**config.mk**
```make
export PLATFORM = sky130hd
export DESIGN_NAME = fft2d_addr_seq
export DESIGN_NICKNAME = d
export VERILOG_FILES = /design/src/rtl/fft2d_seq_pkg.sv /design/src/rtl/fft2d_sweep_ctr.sv /design/src/rtl/fft2d_bfly_addr.sv /design/src/rtl/fft2d_addr_seq.sv
export SDC_FILE = /design/constraint.sdc
export NUM_CORES = 1
export LEC_CHECK = 0
export ABC_AREA = 1
export CORE_UTILIZATION = 30
export CTS_BUF_LIST = sky130_fd_sc_hd__clkbuf_16
export CTS_CLUSTER_DIAMETER = 120
export DETAILED_ROUTE_END_ITERATION = 8
export REMOVE_ABC_BUFFERS = 1
export SLEW_MARGIN = 25
export SYNTH_ARGS = -nofsm -noshare
export SYNTH_HDL_FRONTEND = slang
export SYNTH_SLANG_ARGS = --single-unit
export TNS_END_PERCENT = 5
```
**constraint.sdc**
```tcl
create_clock -name clk -period 3.4 [get_ports clk]
set_input_delay 0.68 -clock clk [delete_from_list [all_inputs] [get_ports clk]]
set_output_delay 0.68 -clock clk [all_outputs]
set_load 0.03 [all_outputs]
```
**src/rtl/fft2d_seq_pkg.sv**
```systemverilog
package fft2d_seq_pkg;
  typedef enum logic {
    PH_ROW = 1'b0,
    PH_COL = 1'b1
  } sweep_phase_e;
endpackage

```
**src/rtl/fft2d_sweep_ctr.sv**
```systemverilog
module fft2d_sweep_ctr
  import fft2d_seq_pkg::*;
#(
  parameter int LOG2N = 8,
  localparam int SW = (LOG2N > 1) ? $clog2(LOG2N) : 1
) (
  input  logic             clk,
  input  logic             rst,
  input  logic             clear,
  input  logic             step,
  output sweep_phase_e     phase,
  output logic [LOG2N-1:0] line,
  output logic [SW-1:0]    stage,
  output logic [LOG2N-2:0] bfly,
  output logic             last
);
  logic bfly_end, stage_end, line_end;

  assign bfly_end  = &bfly;
  assign stage_end = (stage == SW'(LOG2N - 1));
  assign line_end  = &line;
  assign last      = bfly_end && stage_end && line_end && (phase == PH_COL);

  always_ff @(posedge clk) begin
    if (rst || clear) begin
      phase <= PH_ROW;
      line  <= '0;
      stage <= '0;
      bfly  <= '0;
    end else if (step) begin
      bfly <= bfly + 1'b1;
      if (bfly_end) begin
        if (stage_end) begin
          stage <= '0;
          line  <= line + 1'b1;
          if (line_end) phase <= PH_COL;
        end else begin
          stage <= stage + 1'b1;
        end
      end
    end
  end

  p_stage_range_r3: assert property (@(posedge clk) disable iff (rst)
    stage <= SW'(LOG2N - 1));
  p_phase_hold_r3: assert property (@(posedge clk) disable iff (rst)
    (phase == PH_COL) && !clear |=> phase == PH_COL);
endmodule

```
**src/rtl/fft2d_bfly_addr.sv**
```systemverilog
module fft2d_bfly_addr #(
  parameter int LOG2N = 8,
  localparam int SW = (LOG2N > 1) ? $clog2(LOG2N) : 1
) (
  input  logic [SW-1:0]    stage,
  input  logic [LOG2N-2:0] bfly,
  output logic [LOG2N-1:0] idx_a,
  output logic [LOG2N-1:0] idx_b,
  output logic [LOG2N-2:0] tw
);
  logic [LOG2N-1:0] b_ext, span, mask, pos, grp_base, tw_full;
  logic [SW-1:0]    tw_sh;

  always_comb begin
    b_ext    = {1'b0, bfly};
    span     = LOG2N'(1) << stage;
    mask     = span - 1'b1;
    pos      = b_ext & mask;
    grp_base = (b_ext & ~mask) << 1;
    idx_a    = grp_base | pos;
    idx_b    = idx_a | span;
    tw_sh    = SW'(LOG2N - 1) - stage;
    tw_full  = pos << tw_sh;
    tw       = tw_full[LOG2N-2:0];
  end
endmodule

```
**src/rtl/fft2d_addr_seq.sv**
```systemverilog
module fft2d_addr_seq
  import fft2d_seq_pkg::*;
#(
  parameter int LOG2N = 8,
  localparam int AW = 2 * LOG2N,
  localparam int TW = LOG2N - 1,
  localparam int SW = (LOG2N > 1) ? $clog2(LOG2N) : 1
) (
  input  logic          clk,
  input  logic          rst,
  input  logic          start,
  input  logic          op_inv,
  output logic          busy,
  output logic          bf_valid,
  output logic [AW-1:0] addr_a,
  output logic [AW-1:0] addr_b,
  output logic [TW-1:0] tw_addr,
  output logic          inv_out,
  output logic          col_phase,
  output logic [SW-1:0] stage_out,
  output logic          done
);
  sweep_phase_e     phase;
  logic [LOG2N-1:0] line, idx_a, idx_b;
  logic [SW-1:0]    stage;
  logic [LOG2N-2:0] bfly, tw;
  logic             ctr_last, run_q, inv_q, last_q, accept;

  assign accept = start && !run_q;
  assign busy   = run_q;

  fft2d_sweep_ctr #(.LOG2N(LOG2N)) u_ctr (
    .clk(clk), .rst(rst), .clear(accept), .step(run_q),
    .phase(phase), .line(line), .stage(stage), .bfly(bfly), .last(ctr_last)
  );

  fft2d_bfly_addr #(.LOG2N(LOG2N)) u_addr (
    .stage(stage), .bfly(bfly), .idx_a(idx_a), .idx_b(idx_b), .tw(tw)
  );

  always_ff @(posedge clk) begin
    if (rst) begin
      run_q     <= 1'b0;
      inv_q     <= 1'b0;
      bf_valid  <= 1'b0;
      last_q    <= 1'b0;
      done      <= 1'b0;
      addr_a    <= '0;
      addr_b    <= '0;
      tw_addr   <= '0;
      inv_out   <= 1'b0;
      col_phase <= 1'b0;
      stage_out <= '0;
    end else begin
      if (accept) begin
        run_q <= 1'b1;
        inv_q <= op_inv;
      end else if (run_q && ctr_last) begin
        run_q <= 1'b0;
      end
      bf_valid <= run_q;
      done     <= bf_valid && last_q;
      if (run_q) begin
        last_q    <= ctr_last;
        inv_out   <= inv_q;
        tw_addr   <= tw;
        stage_out <= stage;
        col_phase <= (phase == PH_COL);
        if (phase == PH_COL) begin
          addr_a <= {idx_a, line};
          addr_b <= {idx_b, line};
        end else begin
          addr_a <= {line, idx_a};
          addr_b <= {line, idx_b};
        end
      end
    end
  end

  p_pair_one_bit_r5: assert property (@(posedge clk) disable iff (rst)
    bf_valid |-> $countones(addr_a ^ addr_b) == 1);
  p_row_shared_r2: assert property (@(posedge clk) disable iff (rst)
    bf_valid && !col_phase |-> addr_a[AW-1:LOG2N] == addr_b[AW-1:LOG2N]);
  p_col_shared_r2: assert property (@(posedge clk) disable iff (rst)
    bf_valid && col_phase |-> addr_a[LOG2N-1:0] == addr_b[LOG2N-1:0]);
  p_done_pulse_r7: assert property (@(posedge clk) disable iff (rst)
    done |=> !done);
  p_done_after_valid_r7: assert property (@(posedge clk) disable iff (rst)
    done |-> $past(bf_valid) && $past(col_phase));
  p_inv_stable_r8: assert property (@(posedge clk) disable iff (rst)
    bf_valid && $past(bf_valid) |-> $stable(inv_out));
endmodule

```
==> results of run 1 <==
[flip-flops by register name (all words and copies together), names as in the netlist]
| register | flops |
|---|---|
| col_phase | 1 |
| bf_valid | 1 |
| tw_addr | 7 |
| u_ctr.bfly | 7 |
| u_ctr.phase | 1 |
| inv_q | 1 |
| last_q | 1 |
| done | 1 |
| u_ctr.line | 8 |
| stage_out | 3 |
| busy | 1 |
| u_ctr.stage | 3 |
| addr_b | 16 |
| addr_a | 16 |
| inv_out | 1 |
[layout by cell type, fill, tap and decap left out, types with 2 or more instances in the layout]
cell type / Yosys / final
a211oi_1: 3 / 3
a21oi_1: 54 / 54
a31oi_1: 14 / 14
buf_4: 2 / 4
clkbuf_16: 0 / 9
clkdlybuf4s50_1: 0 / 50
clkinv_1: 2 / 2
clkinv_2: 0 / 2
clkinv_4: 0 / 2
dfxtp_1: 68 / 68
ha_1: 9 / 9
inv_1: 32 / 33
inv_2: 3 / 3
nand2_1: 130 / 130
nand2_4: 2 / 2
nand3_1: 27 / 27
nand3b_1: 2 / 2
nand4_1: 4 / 4
nor2_1: 26 / 26
nor3_1: 4 / 4
o211ai_1: 2 / 2
o21ai_0: 37 / 37
xor2_1: 3 / 3
[critical path: cells and delay by family, from the launching register on]
family | cells | cell delay [ps]
buffers and inverters | 4 | 1080
AND/OR/NAND/NOR | 2 | 640
flip-flops | 1 | 400
AO/OA/AOI/OAI | 1 | 340
[power groups by stage]
stage / clock [mW] / combinational, mW / sequential, mW
2_1_floorplan: 0 / 0.0585 / 0.913
3_3_place_gp: 0 / 0.210 / 0.858
3_5_place_dp: 0 / 0.210 / 0.859
4_1_cts: 0.938 / 0.211 / 0.842
5_1_grt: 0.972 / 0.227 / 0.845
6_report: 0.928 / 0.210 / 0.841
[worst paths after layout]
kind	slack, ps	to
hold / removal	440	done
setup reg to reg	820	u_ctr.stage[0]
setup / recovery	820	u_ctr.stage[0]
hold reg to reg	440	done
[cell type report]
type,count,area share (%)
clock inverters,7,1.67
clock buffers,9,5.47
repair buffers,54,12.9
multi-input cells,327,39.3
flip-flops and latches,68,33.0
inverters,38,3.52
well taps,136,4.13
[per-layer routing]
metal | global-route usage (%) | up-vias | part of all wire (%)
met5 | 0 | - | 0
met4 | 6.94 | 0 | 1.8
met3 | 3.71 | 13 | 5.1
met2 | 27.1 | 92 | 44
met1 | 23.3 | 1481 | 49
li1 | - | 1591 | -
[metrics by stage]
step	worst slack [ps]	power [mW]	utilization, %	hold slack, ps	cells
final	820	1.98	39.7	436	639
after global routing	564	2.04	39.7	460	639
after CTS	832	1.99	39.7	441	639
after detailed placement	676	1.07	36.9	432	623
after global placement	699	1.07	36.9	421	623
after floorplan	903	0.971	-	410	433
[cell families (layout without fill, tap and decap cells)]
group	Yosys count	count (layout)	share of synthesized area, %
adder cells (fa/ha/maj)	9	9	3.51
AND/OR/NAND/NOR	202	202	27.3
AO/OA/AOI/OAI	113	113	18.8
flip-flops	68	68	42.4
buffers and inverters	58	108	7.13
XOR/XNOR	3	3	0.819
==> flow_summary_export.csv, run 1 <==
group,metric,value,unit
logic_synthesis,async_flop_share,0,%
worst_setup_path,crit_path_end_kind,"flip-flop",
route,vias,3177,
worst_setup_path,cp_max_fo,24,
clock_tree,clk_path_buf_depth,2,
timing,slew_headroom,46.7,%
timing,skew,7.24,ps
route,drt_iter0_markers,129,
clock_tree,cts_hold_buffers,0,
layout,finalInstanceArea,0.00412,sq mm
power_and_ir_drop,p_seq_share,42.5,%
worst_setup_path,r2r_start,"busy",
layout,layout-drive-gt1-share,6.36,%
logic_synthesis,yosysMostFrequentCell,"nand2_1",
grt,grt_start_max_net_pins,32,
logic_synthesis,ys_warn_count,0,
timing,maxSlewViolCount,0,
power_and_ir_drop,power.internal,1.46,mW
logic_synthesis,synth_top_area_cell,"dfxtp_1",
worst_setup_path,cp_cell_sequence,"buf_4, inv_1, nand2_1, inv_1, nor2_1, inv_1, a211oi_1",
grt,track_usage,17.4,%
route,ant_nets,0,
worst_setup_path,slowest_stage,"nor2_1",
logic_synthesis,synth_top_area_share,42.4,%
power_and_ir_drop,power_frac_comb,10.6,%
timing,fin_crit,2580,ps
clock_tree,cts_setup_buffers,0,
die,die_y,105,um
power_and_ir_drop,ir_drop,0.236,mV
clock_tree,cts_tree,"done",
worst_setup_path,path_class,"reg -> reg",
grt,gr-total-overflow,0,
worst_setup_path,cp-start-kind,"flip-flop",
power_and_ir_drop,swShare,26.1,%
logic_synthesis,yosys-top-cells-area,"dfxtp_1 (42%), nand2_1 (15%), a21oi_1 (8.4%), o21ai_0 (5.8%), nand3_1 (4.2%)",
die,die_w,105,um
min_path,worstHoldStart,"bf_valid",
logic_synthesis,synth.distinct_cells,32,
clock_tree,cts-htree-levels,3,
logic_synthesis,synth_common_cells,"nand2_1 (130), dfxtp_1 (68), a21oi_1 (54)",
timing,final.period_utilization,75.9,%
layout,diodes,0,
min_path,hp-class,"reg -> reg",
logic_synthesis,syn_inst,453,
logic_synthesis,synth_edf_count,0,
worst_setup_path,reg2reg_depth,7,
logic_synthesis,postSynthAreaPerCell,7.08,sq um
logic_synthesis,synth-seq-cells,68,
power_and_ir_drop,power.density,480,mW/mm^2
clock_tree,numCtsBuffers,9,
timing,setup_viol,0,
route,vias_per_cell,4.97,
layout,seqCellArea,0.00136,sq mm
layout,multi_input_area,0.00162,sq mm
worst_setup_path,slowest_delay,440,ps
route,first_pass_iters,5,
placed_design,placed_area,0.00383,sq mm
min_path,hold_depth,2,
placed_design,dpl.hpwl,6360,um
clock_tree,numClockSinks,68,
placed_design,gp_congestion,0.911,
logic_synthesis,ys.flop_type,"dfxtp_1",
die,fp.dieArea,0.0111,sq mm
die,pin_count,51,
grt,antenna_found_initial,0,
die,num_rows,37,
layout,fin_nets,511,
route,wl_per_cell,14.1,um
timing,hold_viol_final,0,
grt,grt_pass1_wl,15200,um
power_and_ir_drop,clkPwrFrac,46.9,%
route,drc,0,
worst_setup_path,worstPathArrival,2820,ps
placed_design,placement.io_buffers,50,
logic_synthesis,ys_seq_area_share,42.4,%
clock_tree,insertion_delay,340,ps
clock_tree,post_cts_resize_count,0,
clock_tree,cts_root_buf,"clkbuf_16",
power_and_ir_drop,switchingPower,0.517,mW
grt,grt_pass1_vias,3112,
timing,tightest_slew,799,ps
logic_synthesis,synth_area,0.00321,sq mm
clock_tree,clk_pin_slew,60,ps
route,drt-total-wl,8980,um
layout,areaGrowthSynthToFinish,28.4,%
worst_setup_path,crit_top_cell,"inv_1",
timing,fmax,0.388,GHz
worst_setup_path,required,3640,ps
layout,fillers,1107,
timing,rsz0062_at_grt,"false",
worst_setup_path,critPathLaunch,"busy",
job,cap_violations,0,
die,core,0.0104,sq mm
power_and_ir_drop,leakage,1.63,nW
timing,fin_tns_setup,0,ps
status,status,"finished, final reports clean",
die,initial_core_util,30.9,%
No activity file was read; power rests on OpenSTA's default activity.
==> run 2: changes to the inputs <==
==> constraint.sdc (replaced) <==
create_clock -name clk -period 2.2 [get_ports clk]
set_input_delay 0.44 -clock clk [delete_from_list [all_inputs] [get_ports clk]]
set_output_delay 0.44 -clock clk [all_outputs]
set_load 0.03 [all_outputs]
==> flow_summary_export.csv, run 2 (same netlist as run 1, synthesis figures left out) <==
group,metric,value,unit
status,status,"finished, final reports clean",
layout,top_regs,"addr_a: 16 flops, addr_b: 16 flops, u_ctr.line: 8 flops",
layout,fillers,1106,
grt,grt_start_max_net_pins,22,
timing,setup_ws,94.7,ps
worst_setup_path,path_class,"reg -> out",
grt,grt_pass1_vias,3085,
worst_setup_path,required,1760,ps
placed_design,gp_congestion,0.892,
grt,antenna_found_initial,0,
layout,fin_cells,649,
power_and_ir_drop,p_seq_share,43.3,%
route,first_pass_iters,5,
power_and_ir_drop,power.internal,2.25,mW
route,drc,0,
power_and_ir_drop,clkPwrFrac,45.8,%
grt,gr-total-overflow,0,
worst_setup_path,r2r_slack,200,ps
power_and_ir_drop,switchingPower,0.764,mW
die,die_y,105,um
worst_setup_path,cp-start-kind,"flip-flop",
placed_design,placement.io_buffers,50,
power_and_ir_drop,power.density,719,mW/mm^2
worst_setup_path,reg2reg_depth,11,
die,fp.dieArea,0.0111,sq mm
power_and_ir_drop,power_frac_comb,10.9,%
min_path,worstHoldStart,"last_q",
worst_setup_path,cp_cell_sequence,"clkdlybuf4s50_1",
die,initial_core_util,30.9,%
timing,hold_viol_final,0,
worst_setup_path,worstPathArrival,1670,ps
layout,final_cell_mix,"nand2_1 (129), dfxtp_1 (67), a21oi_1 (54)",
worst_setup_path,critPathLaunch,"busy",
clock_tree,clk_path_buf_depth,2,
route,drt-total-wl,8810,um
clock_tree,cts_setup_buffers,0,
layout,fin_nets,521,
worst_setup_path,cp_max_fo,11,
route,drt_iter0_markers,193,
die,die_w,105,um
placed_design,dpl.hpwl,6590,um
clock_tree,insertion_delay,330,ps
worst_setup_path,crit_buf_inv,1,
power_and_ir_drop,p_total,3.02,mW
min_path,hp-class,"reg -> reg",
clock_tree,numCtsBuffers,9,
power_and_ir_drop,swShare,25.3,%
placed_design,place_ws,156,ps
placed_design,placed_cells,633,
timing,skew,9.13,ps
layout,layout-drive-gt1-share,8.77,%
grt,grt_pass1_wl,14900,um
worst_setup_path,crit_path_end_kind,"output port",
route,vias,3202,
clock_tree,cts-htree-levels,3,
power_and_ir_drop,ir_drop,0.330,mV
power_and_ir_drop,leakage,1.67,nW
worst_setup_path,endpoint,"busy",
route,vias_per_cell,4.93,
layout,diodes,0,
timing,slew_headroom,58.0,%
worst_setup_path,critPathTopFamily,"buffers and inverters",
route,ant_nets,0,
worst_setup_path,r2r_start,"u_ctr.stage[1]",
job,cap_violations,0,
route,wl_per_cell,13.6,um
grt,track_usage,16.8,%
clock_tree,cts_root_buf,"clkbuf_16",
worst_setup_path,cp_num_cells,1,
clock_tree,clk_pin_slew,60,ps
worst_setup_path,slowest_delay,760,ps
layout,areaGrowthSynthToFinish,30.8,%
timing,fmax,0.475,GHz
timing,maxSlewViolCount,0,
timing,final.period_utilization,95.7,%
layout,final_common_cell,"nand2_1",
timing,rsz0062_at_grt,"false",
clock_tree,cts_tree,"done",
timing,fin_crit,2110,ps
min_path,hold_depth,2,
timing,tightest_slew,630,ps
die,num_rows,37,
worst_setup_path,slowest_stage,"clkdlybuf4s50_1",
die,pin_count,51,
worst_setup_path,reg2reg_to,"addr_b[9]",
timing,setup_viol,0,
die,core,0.0104,sq mm
clock_tree,numClockSinks,68,
[run 2: changes by cell type in the layout (fill, tap and decap cells not counted), sizes merged]
cell and delta:
buf +10
[run 2: layout make-up]
cell class | instances | area [sq um] | area share (%)
clock buffers | 9 | 225 | 5.37
repair buffers | 64 | 606 | 14.4
clock inverters | 7 | 58.8 | 1.40
inverters | 38 | 145 | 3.46
well taps | 136 | 170 | 4.05
flip-flops and latches | 68 | 1360 | 32.5
multi-input cells | 327 | 1630 | 38.8
[run 2: worst register-to-register path, cell delays in order, from the launching register on]
cell and delay, ps:
dfxtp_1 390, inv_2 80, ha_1 210, nand2_2 130
ha_2 300, nor2_1 150, inv_1 90, o21ai_0 170
inv_1 90, nand2_1 110, nand2_1 70, a31oi_1 140
[run 2: metal layers]
metal | part of all wire (%) | track usage, % | wire length, um | up-vias
met5 | 0 | 0 | 0 | -
met4 | 1.0 | 5.03 | 89 | 0
met3 | 5.4 | 3.59 | 478 | 8
met2 | 46 | 27.4 | 4040 | 90
met1 | 48 | 22.2 | 4200 | 1494
li1 | - | - | - | 1610
[run 2: how the worst min path moves through the flow]
stage	endpoint	slack (ps)
floorplan	done	410
global placement	done	420
detailed placement	done	420
CTS	done	430
global route	done	470
finish	done	430
[run 2: what timing repair did]
| action | CTS | global route |
|---|---|---|
| setup endpoints to repair | 0 | 9 |
| gates resized for setup | 0 | 6 |
| hold buffers | 0 | 0 |
| endpoints found under the hold margin | 0 | 0 |
[run 2: stage by stage]
stage	area (sq um)	TNS (ps)	util, %	hold WS (ps)
after floorplan	3130	-5500	-	410
after global placement	3900	0	37.6	421
after detailed placement	3900	0	37.6	421
after CTS	4190	0	40.4	429
after global routing	4200	0	40.5	467
final	4200	0	40.5	426
[run 2: power groups by stage]
stage | sequential, mW | clock, mW | combinational (mW)
2_1_floorplan | 1.41 | 0 | 0.0904
3_5_place_dp | 1.33 | 0 | 0.331
6_report | 1.31 | 1.38 | 0.330
4_1_cts | 1.31 | 1.41 | 0.333
3_3_place_gp | 1.33 | 0 | 0.326
5_1_grt | 1.31 | 1.46 | 0.357
==> run 3: changes to the inputs <==
--- a/config.mk
+++ b/config.mk
@@ -7,7 +7,7 @@
 export LEC_CHECK = 0
 export ABC_AREA = 1
 export CORE_UTILIZATION = 30
-export CTS_BUF_LIST = sky130_fd_sc_hd__clkbuf_16
+export CTS_BUF_LIST = sky130_fd_sc_hd__clkbuf_8 sky130_fd_sc_hd__clkbuf_16
 export CTS_CLUSTER_DIAMETER = 120
 export DETAILED_ROUTE_END_ITERATION = 8
 export REMOVE_ABC_BUFFERS = 1
==> flow_summary_export.csv, run 3 (same netlist as run 1, synthesis figures left out) <==
group,metric,value,unit
layout,fin_cells,649,
min_path,hp-class,"reg -> reg",
clock_tree,cts_root_buf,"clkbuf_8",
layout,fillers,1110,
placed_design,dpl.hpwl,6590,um
grt,antenna_found_initial,0,
placed_design,gp_congestion,0.892,
route,drt_iter0_markers,138,
die,fp.dieArea,0.0111,sq mm
min_path,hold_depth,2,
clock_tree,cts_hold_buffers,0,
grt,grt_pass1_wl,14800,um
timing,hold_viol_final,0,
power_and_ir_drop,leakage,1.64,nW
die,initial_core_util,30.9,%
clock_tree,insertion_delay,360,ps
worst_setup_path,r2r_slack,200,ps
worst_setup_path,reg2reg_depth,11,
die,die_w,105,um
clock_tree,numClockSinks,68,
route,vias_per_cell,4.92,
power_and_ir_drop,p_total,2.69,mW
die,num_rows,37,
timing,maxSlewViolCount,0,
worst_setup_path,critPathTopFamily,"buffers and inverters",
timing,fmax,0.469,GHz
worst_setup_path,crit_path_end_kind,"output port",
clock_tree,clk_path_buf_depth,2,
timing,setup_ws,65.6,ps
worst_setup_path,worstPathArrival,1690,ps
route,vias,3195,
job,cap_violations,0,
worst_setup_path,r2r_start,"u_ctr.stage[0]",
layout,diodes,0,
grt,grt_start_max_net_pins,22,
route,first_pass_iters,5,
clock_tree,clk_pin_slew,80,ps
min_path,worstHoldStart,"last_q",
layout,final_cell_mix,"nand2_1 (130), dfxtp_1 (67), a21oi_1 (54)",
grt,grt_pass1_vias,3073,
layout,top_regs,"addr_a: 16 flops, addr_b: 16 flops, u_ctr.line: 8 flops",
layout,areaGrowthSynthToFinish,28.2,%
layout,fin_nets,521,
worst_setup_path,path_class,"reg -> out",
clock_tree,cts-htree-levels,3,
worst_setup_path,cp-start-kind,"flip-flop",
layout,layout-drive-gt1-share,8.97,%
layout,final_util,39.7,%
placed_design,placement.io_buffers,50,
timing,tightest_slew,637,ps
timing,fin_tns_setup,0,ps
timing,fin_crit,2130,ps
min_path,min_to,"done",
worst_setup_path,cp_max_fo,11,
grt,track_usage,16.7,%
status,status,"finished, final reports clean",
die,die_y,105,um
clock_tree,numCtsBuffers,9,
route,drt-total-wl,8840,um
worst_setup_path,crit_buf_inv,1,
timing,setup_viol,0,
layout,multi_input_area,0.00163,sq mm
timing,rsz0062_at_grt,"false",
worst_setup_path,reg2reg_to,"addr_b[9]",
clock_tree,cts_tree,"done",
worst_setup_path,required,1760,ps
timing,final.period_utilization,97.0,%
layout,final_common_cell,"nand2_1",
placed_design,placed_cells,633,
die,core,0.0104,sq mm
timing,skew,10.1,ps
worst_setup_path,cp_cell_sequence,"clkdlybuf4s50_1",
die,pin_count,51,
route,ant_nets,0,
route,wl_per_cell,13.6,um
layout,seqCellArea,0.00136,sq mm
power_and_ir_drop,power.density,655,mW/mm^2
worst_setup_path,slowest_delay,760,ps
power_and_ir_drop,ir_drop,0.338,mV
worst_setup_path,slowest_stage,"clkdlybuf4s50_1",
route,drc,0,
grt,gr-total-overflow,0,
timing,slew_headroom,57.5,%
placed_design,place_ws,156,ps
==> run 3: changes by cell type in the layout (fill, tap and decap cells not counted) <==
cell and change:
clkbuf_16 -9, clkbuf_8 +11, nand2_2 -1, clkinv_1 -2, nand2_1 +1
==> run 3: per-layer routing <==
layer / vias to the layer above / global-route usage [%] / part of all wire [%]
met1: 1490 / 22.0 / 48
met2: 87 / 27.6 / 46
met3: 10 / 3.15 / 4.9
met5: - / 0 / 0
met4: 0 / 5.23 / 1.2
li1: 1608 / - / -
==> run 3: worst min-delay path, cell delays in order (launching register included) <==
cell and delay [ps]:
dfxtp_1 310, nand2_1 50, nor2_1 30
==> run 3: final cells by class <==
class | count | area share [%]
clock buffer | 11 | 3.68
clock inverter | 5 | 1.25
inverter | 38 | 3.53
sequential | 68 | 33.1
multi-input combinational | 327 | 39.6
tap | 136 | 4.14
timing repair buffer | 64 | 14.7
==> run 3: worst max path at each step <==
| stage | start | end | slack [ps] | cells past startpoint |
|---|---|---|---|---|
| 2_1_floorplan | busy | u_ctr.stage[0] | -300 | 6 |
| 4_1_cts | busy | busy | 60 | 1 |
| 3_3_place_gp | u_ctr.stage[0] | tw_addr[6] | 240 | 12 |
| 3_5_place_dp | u_ctr.stage[0] | tw_addr[6] | 160 | 12 |
| 6_report | busy | busy | 70 | 1 |
| 5_1_grt | u_ctr.stage[0] | tw_addr[3] | 3 | 12 |
==> run 3: where the power goes <==
group / switching, mW / internal (mW) / total (mW)
clock network: 0.480 / 0.577 / 1.06
logic: 0.213 / 0.119 / 0.331
registers: 0.0300 / 1.27 / 1.30
total: 0.723 / 1.97 / 2.69
==> run 3: per-stage QoR <==
step	cell area, sq um	hold WS, ps
finish	4110	428
global route	4110	470
CTS	4100	432
detailed placement	3900	421
global placement	3900	421
floorplan	3130	410
==> run 3: timing repair <==
action | in CTS | in global routing
setup endpoints to repair | 0 | 9
buffers inserted | 0 | 0
resized for setup | 0 | 5
